### src/rtl/rdy_pkg.sv
package rdy_pkg;

    typedef enum logic [1:0] {
        MODE_CHAR  = 2'd0,
        MODE_FIFO  = 2'd1,
        MODE_BLOCK = 2'd2
    } xfer_mode_e;

    typedef struct packed {
        logic [1:0] fcr_bits;
        logic       rx_held;
        logic       rxrdy_n;
        logic       txrdy_n;
    } rdy_state_t;

endpackage

### src/rtl/rdy_mode_dec.sv
module rdy_mode_dec
    import rdy_pkg::*;
(
    input  logic       fifo_en,
    input  logic       blk_mode,
    output xfer_mode_e mode
);
    always_comb begin
        if (!fifo_en) begin
            mode = MODE_CHAR;
        end else if (blk_mode) begin
            mode = MODE_BLOCK;
        end else begin
            mode = MODE_FIFO;
        end
    end
endmodule

### src/rtl/rdy_rx_next.sv
module rdy_rx_next
    import rdy_pkg::*;
#(
    parameter int CNT_W  = 6,
    parameter int TRIG_W = 5
) (
    input  xfer_mode_e        mode,
    input  logic              mode_chg,
    input  logic [CNT_W-1:0]  rx_count,
    input  logic [TRIG_W-1:0] rx_trig,
    input  logic              rx_timeout,
    input  logic              held_q,
    output logic              held_d,
    output logic              rxrdy_n_d
);
    logic empty;
    logic at_trig;

    assign empty   = (rx_count == '0);
    assign at_trig = (rx_count >= CNT_W'(rx_trig));

    always_comb begin
        held_d = held_q;
        if (mode != MODE_BLOCK || mode_chg) begin
            held_d = 1'b0;
        end else if (empty) begin
            // drain wins over a simultaneous timeout
            held_d = 1'b0;
        end else if (at_trig || rx_timeout) begin
            held_d = 1'b1;
        end

        if (mode == MODE_BLOCK) begin
            rxrdy_n_d = !held_d;
        end else begin
            rxrdy_n_d = empty;
        end
    end
endmodule

### src/rtl/rdy_tx_next.sv
module rdy_tx_next
    import rdy_pkg::*;
#(
    parameter int DEPTH = 32,
    parameter int CNT_W = 6
) (
    input  xfer_mode_e       mode,
    input  logic [CNT_W-1:0] tx_count,
    output logic             txrdy_n_d
);
    localparam logic [CNT_W-1:0] FULL_CNT = CNT_W'(DEPTH);

    always_comb begin
        if (mode == MODE_BLOCK) begin
            txrdy_n_d = (tx_count >= FULL_CNT);
        end else begin
            txrdy_n_d = (tx_count != '0);
        end
    end
endmodule

### src/rtl/rdy_pins_gen.sv
module rdy_pins_gen
    import rdy_pkg::*;
#(
    parameter int DEPTH  = 32,
    parameter int CNT_W  = $clog2(DEPTH + 1),
    parameter int TRIG_W = $clog2(DEPTH)
) (
    input  logic              clk,
    input  logic              rst,
    input  logic              fifo_en,
    input  logic              blk_mode,
    input  logic [CNT_W-1:0]  rx_count,
    input  logic [CNT_W-1:0]  tx_count,
    input  logic [TRIG_W-1:0] rx_trig,
    input  logic              rx_timeout,
    output logic              rxrdy_n,
    output logic              txrdy_n
);
    rdy_state_t st_d;
    rdy_state_t st_q;
    xfer_mode_e mode;
    logic [1:0] fcr_bits;
    logic       mode_chg;
    logic       held_d;
    logic       rxrdy_n_d;
    logic       txrdy_n_d;

    assign fcr_bits = {fifo_en, blk_mode};
    assign mode_chg = (fcr_bits != st_q.fcr_bits);

    rdy_mode_dec u_dec (
        .fifo_en  (fifo_en),
        .blk_mode (blk_mode),
        .mode     (mode)
    );

    rdy_rx_next #(
        .CNT_W  (CNT_W),
        .TRIG_W (TRIG_W)
    ) u_rx (
        .mode       (mode),
        .mode_chg   (mode_chg),
        .rx_count   (rx_count),
        .rx_trig    (rx_trig),
        .rx_timeout (rx_timeout),
        .held_q     (st_q.rx_held),
        .held_d     (held_d),
        .rxrdy_n_d  (rxrdy_n_d)
    );

    rdy_tx_next #(
        .DEPTH (DEPTH),
        .CNT_W (CNT_W)
    ) u_tx (
        .mode      (mode),
        .tx_count  (tx_count),
        .txrdy_n_d (txrdy_n_d)
    );

    always_comb begin
        st_d          = st_q;
        st_d.fcr_bits = fcr_bits;
        st_d.rx_held  = held_d;
        st_d.rxrdy_n  = rxrdy_n_d;
        st_d.txrdy_n  = txrdy_n_d;
    end

    always_ff @(posedge clk) begin
        if (rst) begin
            // mode bits keep tracking so release does not look like a change
            st_q.fcr_bits <= fcr_bits;
            st_q.rx_held  <= 1'b0;
            st_q.rxrdy_n  <= 1'b1;
            st_q.txrdy_n  <= 1'b1;
        end else begin
            st_q <= st_d;
        end
    end

    assign rxrdy_n = st_q.rxrdy_n;
    assign txrdy_n = st_q.txrdy_n;
endmodule

### config.mk
export PLATFORM = sky130hd
export DESIGN_NAME = rdy_pins_gen
export DESIGN_NICKNAME = d
export VERILOG_FILES = /design/src/rtl/rdy_pkg.sv /design/src/rtl/rdy_mode_dec.sv /design/src/rtl/rdy_rx_next.sv /design/src/rtl/rdy_tx_next.sv /design/src/rtl/rdy_pins_gen.sv
export SDC_FILE = /design/constraint.sdc
export NUM_CORES = 1
export LEC_CHECK = 0
export BUFFER_PORTS_ARGS = -buffer_cell sky130_fd_sc_hd__clkbuf_2
export CAP_MARGIN = 25
export CORE_AREA = 2 2 39 41
export DETAILED_ROUTE_END_ITERATION = 8
export DIE_AREA = 0 0 41 43
export GPL_ROUTABILITY_DRIVEN = 0
export GPL_TIMING_DRIVEN = 0
export PLACE_DENSITY = 0.52
export SETUP_SLACK_MARGIN = 0.3
export SYNTH_ARGS = -nofsm -noshare
export SYNTH_HDL_FRONTEND = slang
export SYNTH_SLANG_ARGS = --single-unit
### constraint.sdc
create_clock -name clk -period 1.1 [get_ports clk]
set_input_delay 0.22 -clock clk [delete_from_list [all_inputs] [get_ports clk]]
set_output_delay 0.22 -clock clk [all_outputs]
set_load 0.005 [all_outputs]
==> impl_metrics.py, run 1 <==
metrics = {
    "run_status": {
        "outcome": "finished, final reports clean",
    },
    "final_layout": {
        "instances_no_fill": 77,
        "antenna-diode-count": 0,
        "utilization": 0.437,
        "final_nets": 89,
        "drive_gt1_frac": 0.705,
        "stdcell_area_um2": 604,
        "syn2layout_area_growth_pct": 104,
        "fill_cells": 139,
        "layout_commonest_cell": "clkbuf_2",
        "layout_common_cells": "clkbuf_2, ha_4, buf_6",
    },
    "critical_path": {
        "cpPeakStageDelay_ns": 0.24,
        "cp.buffers_inverters": 2,
        "arrival_ns": 1.17,
        "crit_chain": "buf_4 -> inv_4 -> ha_4 -> nand2b_4 -> a21oi_2 -> o31ai_2 -> and4_1",
        "endpoint_kind": "flop",
        "r2r_cells": 4,
        "cp-start-kind": "primary input",
        "r2r_start": "st_q[2]",
        "critPathKind": "in2reg",
        "crit_required_ns": 1.29,
        "cp_slowest_cell": "ha_4",
        "r2r_setup_slack_ns": 0.14,
        "path_max_fanout": 2,
        "rr_endpoint": "st_q[2]",
        "cp_top_family": "simple AND/OR/NAND/NOR gates",
    },
    "min_path": {
        "worstHoldEndpoint": "st_q[4]",
        "min-delay-start": "fifo_en",
        "hold_path_class": "in2reg",
        "holdPathStages": 1,
    },
    "grt": {
        "antenna_found_initial": 0,
        "grt_pass1_vias": 344,
        "grt_max_degree": 5,
        "grt_overflow": 0,
        "grt_pass1_wl_mm": 1.28,
        "grt_use_total": 0.108,
    },
    "sta": {
        "period_minus_slack_ns": 0.986,
        "hold_viol": 0,
        "rsz0062_at_grt": "true",
        "fin_worst_skew_ns": 0.00566,
        "fin_crit_sh": 0.897,
        "max_slew.worst_pin.slew_ns": 0.238,
        "max-slew-margin-rel": 0.840,
        "setup_viol": 0,
        "final-max-slew-violation-count": 0,
        "clock.fmax_mhz": 1010,
        "timing.hold.ws_ns": 0.112,
    },
    "power": {
        "powerDensity_nw_per_um2": 937,
        "power.total_uw": 567,
        "switching_share": 0.264,
        "power_switching_uw": 149,
        "p_int_uw": 417,
        "seqPwrFrac": 0.344,
        "peakVddDrop_v": 0.000493,
        "comb_power_share": 0.278,
        "p_clk_frac": 0.378,
        "p_leak_nw": 0.274,
    },
    "floorplan": {
        "die_y_um": 43,
        "die_area_um2": 1760,
        "rows": 14,
        "die_x_um": 41,
        "initial_core_util": 0.214,
        "coreArea_um2": 1380,
        "io-pin-count": 24,
    },
    "logic_synthesis": {
        "yosysUniqueCellTypes": 16,
        "ys_warn_count": 0,
        "synth_area_leaders": "dfxtp_1, ha_1, inv_1",
        "synth-seq-area-share": 0.338,
        "netlist.area_leader.share": 0.338,
        "synth_cells": 34,
        "ys_ff_latch": 5,
        "synthesis.area_um2": 297,
        "avgSynthCellArea_um2": 8.72,
        "synth_nets": 61,
        "yosys.area.top_type": "dfxtp_1",
    },
    "route": {
        "drt-initial-drc-count": 4,
        "route.vias.total": 348,
        "drt.antenna.violating_nets": 0,
        "avgViaCountPerCell": 4.52,
        "wl_um": 778,
        "dr.pass1.iters": 2,
        "route.detailed.wl_per_inst_um": 10.1,
        "drc": 0,
    },
    "cts": {
        "cts_setup_buffers": 0,
        "ctsHoldBuffers": 0,
        "cts.sinks": 5,
        "path_clk_slew_ns": 0.05,
        "htreeDepth": 1,
        "clockRootBuffer": "clkbuf_4",
        "cts_buffer_depth": 2,
        "cts_tree": "built",
        "worstSkewPairLatency_ns": 0.24,
        "cts_made_buffers": 3,
    },
    "placement": {
        "post-place-cells": 73,
        "dpl_cell_area_um2": 494,
        "hpwl_um": 643,
        "placement.io_buffers": 23,
    },
    "job": {
        "cap_viol_max_count": 0,
    },
}
-- per-stage QoR --
step | setup TNS (ns) | setup WS (ns)
detailed placement | -0.467 | -0.245
global placement | -0.446 | -0.235
floorplan | 0 | 0.0269
finish | 0 | 0.114
CTS | 0 | 0.0557
global route | 0 | 0.0463
-- cell type report --
type	count	area, µm²	area share
Tap cell	16	20.0	0.0331
Sequential cell	5	103	0.170
Inverter	5	31.3	0.0518
Clock inverter	1	5.00	0.00828
Timing Repair Buffer	23	163	0.269
Multi-Input combinational cell	24	260	0.431
Clock buffer	3	22.5	0.0373
-- power by group through the flow --
| stage | registers, mW | clock network [mW] | logic [mW] |
|---|---|---|---|
| after floorplan | 0.197 | 0 | 0.0549 |
| after global placement | 0.197 | 0 | 0.119 |
| after detailed placement | 0.197 | 0 | 0.122 |
| after CTS | 0.193 | 0.226 | 0.132 |
| after global routing | 0.195 | 0.239 | 0.176 |
| final | 0.195 | 0.214 | 0.158 |
-- timing repair --
action                     CTS  global route
pin swaps                    4             8
resized for setup            3            20
setup endpoints to repair    5             5
-- worst max-delay path by stage --
stage	start	endpoint	slack, ns	depth (start not counted)
6_report	rx_count[0]	st_q[2]	0.11	7
5_1_grt	rx_trig[4]	st_q[2]	0.05	6
4_1_cts	rx_trig[2]	st_q[2]	0.06	6
3_5_place_dp	rx_trig[4]	st_q[2]	-0.24	6
3_3_place_gp	rx_trig[4]	st_q[2]	-0.24	6
2_1_floorplan	rx_count[0]	st_q[2]	0.03	6
-- routing by layer --
metal | vias up | GRT usage | share of wire
met5 | - | 0 | 0
met4 | 0 | 0.0400 | 0
met3 | 0 | 0.0471 | 0.12
met2 | 21 | 0.172 | 0.47
met1 | 148 | 0.122 | 0.42
li1 | 179 | - | -
-- state kept, by name, summed over array words and instances (netlist names) --
register and flops:
st_q 3, rxrdy_n 1, txrdy_n 1
-- cells by family after synthesis --
group	synth area share
simple gates	0.249
fa+ha+maj	0.211
compound gates	0.139
buf+inv	0.0633
flops	0.338
-- synth_stat cells, drive strengths merged --
library cell,number
a21oi,3
dfxtp,5
nor4,2
nand3,1
inv,5
o21ai,2
and4,1
nand2b,1
o22a,1
or4,1
ha,5
o31ai,1
nand4b,1
nand2,3
nor2,2
Power figures use the tool's default switching activity.
==> run 2, diff against run 1 <==
- clock period: 1.1 -> 0.84 ns (I/O delays scaled with it)
==> impl_metrics.py, run 2 (synthesis results as in run 1) <==
metrics = {
    "run_status": {
        "outcome": "finished, violations left",
        "violations": "negative setup slack",
    },
    "final_layout": {
        "regArea_um2": 103,
        "layout_commonest_cell": "clkbuf_2",
        "final_nets": 89,
        "reg.largest.list": "st_q (3), rxrdy_n (1), txrdy_n (1)",
        "largest_reg_flops": 3,
        "syn2layout_area_growth_pct": 90.7,
        "antenna-diode-count": 0,
        "drive_gt1_frac": 0.705,
        "regMostFlops": "st_q",
        "multi_input_area_um2": 251,
        "layout_common_cells": "clkbuf_2, ha_4, nand2_1, clkbuf_4, dfxtp_1",
        "fill_cells": 147,
        "instances_no_fill": 77,
    },
    "sta": {
        "setup_viol": 2,
        "clock.fmax_mhz": 1030,
        "fin_crit_sh": 1.16,
        "final-max-slew-violation-count": 0,
        "worst_slack_ns": -0.130,
        "max-slew-margin-rel": 0.840,
        "fin_worst_skew_ns": 0.00599,
        "max_slew.worst_pin.slew_ns": 0.238,
        "rsz0062_at_grt": "true",
        "hold_viol": 0,
        "period_minus_slack_ns": 0.970,
    },
    "route": {
        "avgViaCountPerCell": 4.43,
        "route.vias.total": 341,
        "drt.antenna.violating_nets": 0,
        "drc": 0,
        "wl_um": 754,
        "dr.pass1.iters": 4,
        "drt-initial-drc-count": 4,
        "route.detailed.wl_per_inst_um": 9.79,
    },
    "critical_path": {
        "cpPeakStageDelay_ns": 0.32,
        "endpoint_kind": "flop",
        "arrival_ns": 1.16,
        "r2r_setup_slack_ns": -0.13,
        "critPathKind": "reg2reg",
        "r2r_cells": 4,
        "path_max_fanout": 2,
        "cp_top_family": "flip-flops",
        "crit_chain": "nand2_1 -> o22a_1 -> o31ai_2 -> and4_1",
        "cp_slowest_cell": "dfxtp_1",
        "rr_endpoint": "st_q[2]",
        "cp.buffers_inverters": 0,
        "cp-start-kind": "flop",
        "crit_required_ns": 1.03,
        "r2r_start": "st_q[3]",
    },
    "grt": {
        "grt_use_total": 0.108,
        "grt_max_degree": 5,
        "antenna_found_initial": 0,
        "grt_pass1_wl_mm": 1.28,
        "grt_pass1_vias": 344,
        "grt_overflow": 0,
    },
    "cts": {
        "htreeDepth": 1,
        "cts_tree": "built",
        "clockRootBuffer": "clkbuf_4",
        "worstSkewPairLatency_ns": 0.25,
        "ctsHoldBuffers": 0,
        "cts_setup_buffers": 0,
        "path_clk_slew_ns": 0.05,
        "cts.sinks": 5,
        "cts_made_buffers": 3,
        "cts_buffer_depth": 2,
    },
    "placement": {
        "post-place-ws_ns": -0.453,
        "placement.io_buffers": 23,
        "post-place-cells": 73,
        "hpwl_um": 643,
    },
    "floorplan": {
        "die_y_um": 43,
        "die_area_um2": 1760,
        "coreArea_um2": 1380,
        "io-pin-count": 24,
        "die_x_um": 41,
        "initial_core_util": 0.214,
        "rows": 14,
    },
    "min_path": {
        "holdPathStages": 1,
        "hold_path_class": "in2reg",
        "min-delay-start": "fifo_en",
        "worstHoldEndpoint": "st_q[4]",
    },
    "power": {
        "p_int_uw": 527,
        "power_switching_uw": 194,
        "switching_share": 0.269,
        "comb_power_share": 0.255,
        "peakVddDrop_v": 0.000634,
        "seqPwrFrac": 0.353,
        "powerDensity_nw_per_um2": 1280,
        "p_leak_nw": 0.264,
        "p_clk_frac": 0.393,
    },
    "job": {
        "cap_viol_max_count": 0,
    },
}
[run 2: power by group through the flow]
| stage | registers (mW) | logic (mW) | clock network, mW |
|---|---|---|---|
| after floorplan | 0.258 | 0.0719 | 0 |
| after global placement | 0.258 | 0.156 | 0 |
| after detailed placement | 0.257 | 0.160 | 0 |
| after CTS | 0.253 | 0.172 | 0.296 |
| after global routing | 0.255 | 0.210 | 0.314 |
| final | 0.254 | 0.184 | 0.283 |
[run 2: final cells by class]
type                    instances  area share
repair buffers                 23       0.235
inverters                       5      0.0553
well taps                      16      0.0354
multi-input cells              24       0.445
clock inverters                 1     0.00885
clock buffers                   3      0.0398
flip-flops and latches          5       0.181
[run 2: how the worst max path moves through the flow]
stage | startpoint | endpoint | cells past startpoint
finish | st_q[3] | st_q[2] | 4
global route | st_q[2] | st_q[2] | 4
CTS | rx_trig[2] | st_q[2] | 6
detailed placement | rx_trig[4] | st_q[2] | 6
global placement | rx_trig[4] | st_q[2] | 6
floorplan | rx_count[0] | st_q[2] | 6
[run 2: metal layers]
metal | track usage | routed length (µm) | vias up
li1 | - | - | 177
met2 | 0.172 | 339 | 21
met1 | 0.122 | 315 | 143
met3 | 0.0471 | 99 | 0
met4 | 0.0400 | 0 | 0
met5 | 0 | 0 | -
[run 2: repair_timing]
action / 4_1_cts / 5_1_grt
pin swaps: 4 / 3
hold endpoints to repair: 0 / 0
endpoints found under the setup margin: 5 / 5
gates resized for setup: 3 / 6
[run 2: metrics by stage]
step	hold slack, ns	area [µm²]	total power, mW	util	setup TNS, ns
final	0.0577	566	0.722	0.409	-0.211
after global routing	0.0421	566	0.778	0.409	-0.415
after CTS	0.0467	544	0.721	0.393	-0.253
after detailed placement	0.301	494	0.418	0.357	-1.09
after global placement	0.301	494	0.414	0.357	-1.07
after floorplan	0.196	359	0.330	-	-0.429
